--- src/rtl/simt_pkg.sv ---
package simt_pkg;
  typedef enum logic [1:0] {
    BK_UNI_NT = 2'd0,
    BK_UNI_T  = 2'd1,
    BK_SPLIT  = 2'd2
  } br_kind_e;
endpackage

--- src/rtl/simt_branch_eval.sv ---
module simt_branch_eval
  import simt_pkg::*;
#(
  parameter int NTHR = 32
) (
  input  logic [NTHR-1:0] taken,
  input  logic [NTHR-1:0] act,
  output logic [NTHR-1:0] t_set,
  output logic [NTHR-1:0] nt_set,
  output br_kind_e        kind
);
  // Disabled threads are cut off before any decision is made.
  always_comb begin
    t_set  = taken & act;
    nt_set = act & ~taken;
    if (t_set == '0)
      kind = BK_UNI_NT;
    else if (t_set == act)
      kind = BK_UNI_T;
    else
      kind = BK_SPLIT;
  end
endmodule

--- src/rtl/simt_recon_stack.sv ---
module simt_recon_stack #(
  parameter int NTHR  = 32,
  parameter int PCW   = 32,
  parameter int DEPTH = 8,
  localparam int CW   = $clog2(DEPTH + 1),
  localparam int IW   = (DEPTH > 1) ? $clog2(DEPTH) : 1
) (
  input  logic            clk,
  input  logic            rst_n,
  input  logic            push2,
  input  logic            pop,
  // lower frame: join point with full mask
  input  logic [PCW-1:0]  lo_pc,
  input  logic [NTHR-1:0] lo_mask,
  input  logic [PCW-1:0]  lo_rpc,
  input  logic            lo_rv,
  // upper frame: waiting not-taken path
  input  logic [PCW-1:0]  hi_pc,
  input  logic [NTHR-1:0] hi_mask,
  input  logic [PCW-1:0]  hi_rpc,
  input  logic            hi_rv,
  output logic [PCW-1:0]  top_pc,
  output logic [NTHR-1:0] top_mask,
  output logic [PCW-1:0]  top_rpc,
  output logic            top_rv,
  output logic [CW-1:0]   count,
  output logic            room2
);
  logic [PCW-1:0]  f_pc   [DEPTH];
  logic [NTHR-1:0] f_mask [DEPTH];
  logic [PCW-1:0]  f_rpc  [DEPTH];
  logic            f_rv   [DEPTH];

  logic [CW-1:0] cnt_q;
  logic [IW-1:0] wr_lo, wr_hi, rd_top;

  always_comb begin
    wr_lo  = IW'(cnt_q);
    wr_hi  = IW'(cnt_q + CW'(1));
    rd_top = IW'(cnt_q - CW'(1));
    room2  = (cnt_q + CW'(2)) <= CW'(DEPTH);
    count  = cnt_q;
  end

  always_ff @(posedge clk or negedge rst_n) begin
    if (!rst_n)
      cnt_q <= '0;
    else if (push2)
      cnt_q <= cnt_q + CW'(2);
    else if (pop)
      cnt_q <= cnt_q - CW'(1);
  end

  always_ff @(posedge clk) begin
    if (push2) begin
      f_pc[wr_lo]   <= lo_pc;
      f_mask[wr_lo] <= lo_mask;
      f_rpc[wr_lo]  <= lo_rpc;
      f_rv[wr_lo]   <= lo_rv;
      f_pc[wr_hi]   <= hi_pc;
      f_mask[wr_hi] <= hi_mask;
      f_rpc[wr_hi]  <= hi_rpc;
      f_rv[wr_hi]   <= hi_rv;
    end
  end

  always_comb begin
    top_pc   = f_pc[rd_top];
    top_mask = f_mask[rd_top];
    top_rpc  = f_rpc[rd_top];
    top_rv   = f_rv[rd_top];
  end
endmodule

--- src/rtl/simt_recon_ctl.sv ---
module simt_recon_ctl
  import simt_pkg::*;
#(
  parameter int          NTHR     = 32,
  parameter int          PCW      = 32,
  parameter int          DEPTH    = 8,
  parameter logic [31:0] START_PC = 32'h0000_0100,
  localparam int         CW       = $clog2(DEPTH + 1)
) (
  input  logic            clk,
  input  logic            rst_n,
  input  logic            ev_valid,
  output logic            ev_ready,
  input  logic            ev_br,
  input  logic [NTHR-1:0] ev_taken,
  input  logic [PCW-1:0]  ev_target,
  input  logic [PCW-1:0]  ev_fall,
  input  logic [PCW-1:0]  ev_reconv,
  output logic [PCW-1:0]  pc,
  output logic [NTHR-1:0] mask,
  output logic            err
);
  logic [PCW-1:0]  pc_q;
  logic [NTHR-1:0] mask_q;
  logic [PCW-1:0]  wait_pc_q;   // join address the running path heads for
  logic            wait_vld_q;
  logic            err_q;

  logic [NTHR-1:0] t_set, nt_set;
  br_kind_e        kind;

  logic [PCW-1:0]  top_pc, top_rpc;
  logic [NTHR-1:0] top_mask;
  logic            top_rv;
  logic [CW-1:0]   stk_cnt;
  logic            room2;

  logic join_hit, accept, split, do_push, overflow;

  simt_branch_eval #(.NTHR(NTHR)) u_eval (
    .taken  (ev_taken),
    .act    (mask_q),
    .t_set  (t_set),
    .nt_set (nt_set),
    .kind   (kind)
  );

  always_comb begin
    join_hit = wait_vld_q && (pc_q == wait_pc_q);
    accept   = ev_valid && !join_hit;
    split    = accept && ev_br && (kind == BK_SPLIT);
    do_push  = split && room2;
    overflow = split && !room2;
  end

  simt_recon_stack #(.NTHR(NTHR), .PCW(PCW), .DEPTH(DEPTH)) u_stack (
    .clk      (clk),
    .rst_n    (rst_n),
    .push2    (do_push),
    .pop      (join_hit),
    .lo_pc    (ev_reconv),
    .lo_mask  (mask_q),
    .lo_rpc   (wait_pc_q),
    .lo_rv    (wait_vld_q),
    .hi_pc    (ev_fall),
    .hi_mask  (nt_set),
    .hi_rpc   (ev_reconv),
    .hi_rv    (1'b1),
    .top_pc   (top_pc),
    .top_mask (top_mask),
    .top_rpc  (top_rpc),
    .top_rv   (top_rv),
    .count    (stk_cnt),
    .room2    (room2)
  );

  always_ff @(posedge clk or negedge rst_n) begin
    if (!rst_n) begin
      pc_q       <= PCW'(START_PC);
      mask_q     <= '1;
      wait_pc_q  <= '0;
      wait_vld_q <= 1'b0;
      err_q      <= 1'b0;
    end else begin
      if (overflow)
        err_q <= 1'b1;
      if (join_hit) begin
        pc_q       <= top_pc;
        mask_q     <= top_mask;
        wait_pc_q  <= top_rpc;
        wait_vld_q <= top_rv;
      end else if (accept) begin
        if (!ev_br) begin
          pc_q <= ev_fall;
        end else begin
          unique case (kind)
            BK_UNI_T:  pc_q <= ev_target;
            BK_SPLIT: begin
              if (room2) begin
                pc_q       <= ev_target;
                mask_q     <= t_set;
                wait_pc_q  <= ev_reconv;
                wait_vld_q <= 1'b1;
              end else begin
                pc_q <= ev_fall;
              end
            end
            default:   pc_q <= ev_fall;
          endcase
        end
      end
    end
  end

  assign ev_ready = !join_hit;
  assign pc       = pc_q;
  assign mask     = mask_q;
  assign err      = err_q;
endmodule

--- config.mk ---
export PLATFORM = sky130hd
export DESIGN_NAME = simt_recon_ctl
export DESIGN_NICKNAME = d
export VERILOG_FILES = /design/src/rtl/simt_pkg.sv /design/src/rtl/simt_branch_eval.sv /design/src/rtl/simt_recon_stack.sv /design/src/rtl/simt_recon_ctl.sv
export SDC_FILE = /design/constraint.sdc
export NUM_CORES = 1
export LEC_CHECK = 0
export BUFFER_PORTS_ARGS = -buffer_cell sky130_fd_sc_hd__buf_4
export CAP_MARGIN = 20
export CELL_PAD_IN_SITES_DETAIL_PLACEMENT = 0
export CELL_PAD_IN_SITES_GLOBAL_PLACEMENT = 1
export CORE_MARGIN = 2
export CORE_UTILIZATION = 50
export DETAILED_ROUTE_END_ITERATION = 6
export PLACE_DENSITY = 0.88
export SLEW_MARGIN = 20
export SYNTH_ARGS = -nofsm -noshare
export SYNTH_HDL_FRONTEND = slang
export SYNTH_SLANG_ARGS = --single-unit
--- constraint.sdc ---
create_clock -name clk -period 12.3 [get_ports clk]
set_input_delay 2.46 -clock clk [delete_from_list [all_inputs] [get_ports clk]]
set_output_delay 2.46 -clock clk [all_outputs]
set_load 0.05 [all_outputs]
* Yosys cells after proc, flatten, opt, wreduce, memory -nomap -nowiden
Memories as Yosys holds them, arrays and structs flattened.
Cells that the tools add are included.
** Word-level totals
- Flip-flop bits (word level) :: 102
- Bits in writable memories :: 776
- Input bits :: 132
- Output and inout port bits :: 66
- Memories :: 4
** Cells by class
- Add/subtract/negate cells :: 3
- Magnitude comparators :: 1
- Equal/unequal tests :: 4
- Mux-type cells :: 26
- Bitwise logic cells :: 3
- Reduce and logical (&&, ||, !) cells :: 15
** Memories
- u_stack.f_mask :: words 8, bits a word 32, read ports 1, clocked after memory_dff 0, write ports 2, RTL line simt_recon_stack.sv:30 : logic [NTHR-1:0] f_mask [DEPTH];
- u_stack.f_pc :: words 8, bits a word 32, read ports 1, clocked after memory_dff 0, write ports 2, RTL line simt_recon_stack.sv:29 : logic [PCW-1:0] f_pc [DEPTH];
- u_stack.f_rpc :: words 8, bits a word 32, read ports 1, clocked after memory_dff 0, write ports 2, RTL line simt_recon_stack.sv:31 : logic [PCW-1:0] f_rpc [DEPTH];
- u_stack.f_rv :: words 8, bits a word 1, read ports 1, clocked after memory_dff 0, write ports 2, RTL line simt_recon_stack.sv:32 : logic f_rv [DEPTH];
** Operator list (count)
- $mux W32 :: 14
- $and A32 B32 Y32 :: 2
- $eq A32 B32 Y1 :: 2
- $pmux W32 S2 :: 1
- $logic_not A32 Y1 :: 1
- $not A32 Y32 :: 1
- $reduce_bool A2 Y1 :: 5
- $mux W4 :: 2
- $mux W1 :: 7
- $logic_and A1 B1 Y1 :: 6
- $add A4 B2 Y4 const B :: 1
- $le A4 B4 Y1 const B :: 1
- $mux W2 :: 2
- $reduce_and A4 Y1 :: 1
- $sub A4 B1 Y4 const B :: 1
- $add A3 B1 Y3 const B :: 1
- $eq A2 B1 Y1 const B :: 1
- $eq A2 B2 Y1 const B :: 1
- $logic_not A1 Y1 :: 2

* Longest topological paths before layout
- Word-level depth :: 9
- Mapped depth :: 13
- Gate-level depth less buffers :: 8

* Cells and area by module
From an unflattened synthesis, not the netlist that was laid out.
** Unflattened totals
- Cell total of the unflattened synthesis :: 3246
- Area total of the unflattened synthesis :: 46527.1 µm²
** By module, submodules not included
- simt_recon_stack :: times used 1, cells each 2693, area each 40398.7 µm²
- simt_recon_ctl :: times used 1, cells each 464, area each 5549.1 µm²
- simt_branch_eval :: times used 1, cells each 89, area each 579.3 µm²

* Least setup slack after synthesis
No wires, ideal clock.
- Path type :: input port to flip-flop
- From :: input ev_taken[15]
- To :: memory u_stack.f_mask[3][0] (enable)
- Data arrival time :: 10596 ps
- Data required time :: 11617 ps
- Setup slack :: 1021 ps
- Cell stages on the path :: 9
- Buffers on the path :: 4
- Path through :: clkbuf_1 > a22oi_1 > nand4_1 > o41ai_1 > or3_1 > buf_4 > buf_2 > buf_2 > o21ai_0
** RTL lines
- start: declaration :: RTL line simt_recon_ctl.sv:15 : input logic [NTHR-1:0] ev_taken,
- end: declaration :: RTL line simt_recon_stack.sv:30

* Worst setup path in the final report
- From :: register wait_pc_q[20]
- To :: output ev_ready
** Between the ends
- Longest elaborated chain between the ends :: 3
** Ends and longest elaborated chain
- start: declaration :: RTL line simt_recon_ctl.sv:25 : logic [PCW-1:0] wait_pc_q;
- start signal: assignment :: RTL line simt_recon_ctl.sv:90 : wait_pc_q <= top_rpc;
- start signal: assignment :: RTL line simt_recon_ctl.sv:102 : wait_pc_q <= ev_reconv;
- $eq A32 B32 Y1 :: RTL line simt_recon_ctl.sv:49 : join_hit = wait_vld_q && (pc_q == wait_pc_q);
- $logic_and A1 B1 Y1 :: RTL line simt_recon_ctl.sv:49
- $logic_not A1 Y1 :: RTL line simt_recon_ctl.sv:115 : assign ev_ready = !join_hit;
- end: declaration :: RTL line simt_recon_ctl.sv:13 : output logic ev_ready,
Every way passes these cells.

==> results.md <==
- Status: completed
- Synth top area cells: edfxtp_1 (53%), mux2_2 (13%), mux4_2 (10%)
- Power Density: 128 nW/um^2
- RSZ-0062 raised after global routing: false
- Tcrit/Tclk final: 55.5%
- Final Worst Setup Slack: 5.47 ns
- Post-CTS Setup Bufs: 0
- Worst Path Required: 9.84 ns
- Worst setup EP type: output port
- Worst-case reg-to-reg path depth: 9
- TritonCTS Buffers: 92
- Worst reg2reg setup slack: 6.56 ns
- TNS Setup: 0 ns
- Antenna violations before repair: 6
- Sequential area share after synthesis: 59.1%
- Worst r2r src: wait_pc_q[20]
- Routability Congestion: 0.821
- Logic pwr share: 3.8%
- Post-Syn Nets: 2893
- Cts repair resizes: 0
- DRC Markers: 0
- Fin area: 48900 sq um
- Switching part of the total power: 21.4%
- Starting Density: 50.4%
- Fillers: 6663
- Crit Reg-Reg Endpoint: u_stack.f_mask[5][6]
- Largest net degree at the start of global routing: 118
- Net Switching: 1.34 mW
- DRT antenna net count: 0
- Worst Hold End: err
- Hold_buf cts: 0
- Post-Layout Cell Count: 4018
- Detailed Routing Iterations Pass 1: 6
- CTS max path bufs: 3
- Final Hold Vio Count: 0
- Post-synth ARST share: 11.6%
- Pint: 4.93 mW
- Syn Inst Count: 2754
- Post-synth EDFFs: 768
- Core ar.: 86800 sq um
- Synth warn: 0
- Via-per-instance ratio: 6.58
- Most frequent cell after synthesis: edfxtp_1
- Htree depth: 3
- P_leak: 13.9 nW
- Leading cell types by count after synthesis: edfxtp_1 (768), mux2_2 (515), a21boi_0 (232)
- Area of the multi-input gates: 16600 sq um
- FF+latch area: 25800 sq um
- CP Data Arrival Time: 4.37 ns
- Worst vdd ir: 108 uV
- CP Class: reg -> out
- Skew final: 0.0470 ns
- Tightest Pin Transition: 1.18 ns
- Worst Setup Start Kind: register
- Clock power share: 44.6%
- Rel. slew slack: 21.4%
- Die Area: 89800 sq um
- Final setup violation count: 0
- Max Cap Viol: 0
- Share of layout cells above drive strength 1: 40.5%
- Number of DRC markers in iteration 0: 3111
- Synth top area share: 52.8%
- Unique masters post-synth: 53
- CP max FO: 30
- Final HPWL DP: 65100 um
- Max frequency: 0.146 GHz
- Layout area overhead: 11.8%
- Gr ovfl total: 0
- Layout Nets: 2922
- Post-Syn Area: 43700 sq um
- Clock-pin slew of the registers on the worst-case setup and hold paths: 0.06 ns
- CTS tree: yes
- Placed cells: 3843
- Die width: 300 um
- Hold crit path type: reg -> reg
- Die Y: 300 um
- Yosys top cell by area: edfxtp_1
- Row cnt: 108
- Sink Count: 878
- Routed len/inst: 29.9 um
- Pre-CTS setup slack: 5.28 ns
- Main flop type after synthesis: edfxtp_1
- Post-layout minimum cycle time: 6.83 ns
- Post-synthesis register bit count: 878
- I/O Pins: 198
- Hold path cells: 2
- First-pass GRT wire length: 178000 um
- Slew Viols, Final: 0
- GRT Total Usage: 26.5%
- Vias in the first global route: 27800
- Skew-Pair Late Insertion Delay: 0.67 ns
- Vias: 26400
- CTS Root Cell: clkbuf_16
- Mean Syn Cell Area: 15.9 sq um
- Dpl cell area: 45800 sq um
- Detailed Route WL: 120000 um
- Sequential fraction of design power: 51.6%
- Hold Path Origin: err
- I/O Buffers: 197
stage by stage:
stage / total power, mW / hold WS [ns] / utilization [%]
floorplan: 3.41 / 0.464 / -
finish: 6.28 / 0.459 / 56.3
CTS: 6.31 / 0.464 / 56.3
global route: 6.43 / 0.501 / 56.3
detailed placement: 3.53 / 0.450 / 52.8
global placement: 3.53 / 0.456 / 52.8
critical path, stage by stage, from the launching register on:
cell and delay (ns):
dfrtp_1 0.48, xnor2_1 0.60, nand2_1 0.12, or4_1 0.47
nor4_4 0.92, buf_4 0.62, inv_1 0.23, buf_4 0.26
cell type report:
cell class	count	area share (%)
Sequential cell	878	52.8
Multi-Input combinational cell	1547	34.0
Clock buffer	132	5.33
Timing Repair Buffer	248	3.88
Tap cell	1155	2.96
Clock inverter	39	0.896
Inverter	16	0.123
Antenna cell	3	0.0154
cell usage in the layout (no fill, tap or decap), types with 35 or more instances in the layout:
cell	instances
edfxtp_1	768
mux2_2	515
buf_4	245
a21boi_0	232
mux4_2	194
mux2i_1	98
clkbuf_16	93
dfrtp_1	68
o211ai_1	65
nor2b_1	56
nand2_1	48
o21ai_0	35
a21oi_1	35
worst max-delay path by stage:
stage                                       to  slack, ns     startpoint
final                                 ev_ready       5.47  wait_pc_q[20]
after detailed placement  u_stack.f_mask[5][9]       5.28   ev_taken[18]
after CTS                             ev_ready       5.53  wait_pc_q[20]
after global routing                  ev_ready       5.44  wait_pc_q[20]
after floorplan           u_stack.f_mask[3][0]       1.02   ev_taken[15]
after global placement    u_stack.f_mask[5][5]       5.38   ev_taken[18]
cell families (layout without fill, tap and decap cells):
logic type | Yosys count | in the layout | share of synthesized area [%]
mux | 836 | 836 | 26.3
flops | 878 | 878 | 59.1
buf+inv | 329 | 435 | 3.32
simple gates | 193 | 193 | 2.55
fa+ha+maj | 7 | 7 | 0.200
compound gates | 472 | 472 | 7.75
xor+xnor | 39 | 39 | 0.782
other cells | 0 | 3 | 0
power groups by stage:
| stage | clock network (mW) | registers [mW] | logic, mW |
|---|---|---|---|
| finish | 2.80 | 3.24 | 0.238 |
| global route | 2.95 | 3.24 | 0.252 |
| CTS | 2.83 | 3.24 | 0.236 |
| detailed placement | 0 | 3.30 | 0.235 |
| global placement | 0 | 3.30 | 0.226 |
| floorplan | 0 | 3.32 | 0.0865 |
flip-flops by register name, summed over array words and instances (netlist names):
signal and flops:
u_stack.count 4, u_stack.f_rv 8, err 1, wait_vld_q 1
u_stack.f_pc 256, u_stack.f_rpc 256, wait_pc_q 32, mask 32
pc 32, u_stack.f_mask 256
metal layers:
layer / routed length [um] / vias to the layer above / share of wire (%) / global-route usage [%]
li1: - / 10900 / - / -
met4: 3570 / 4 / 3.0 / 8.73
met2: 59300 / 1463 / 49 / 44.4
met5: 28 / - / 0.023 / 0
met3: 10400 / 262 / 8.7 / 4.16
met1: 46800 / 13800 / 39 / 35.7
(Power assumes the default switching activity.)
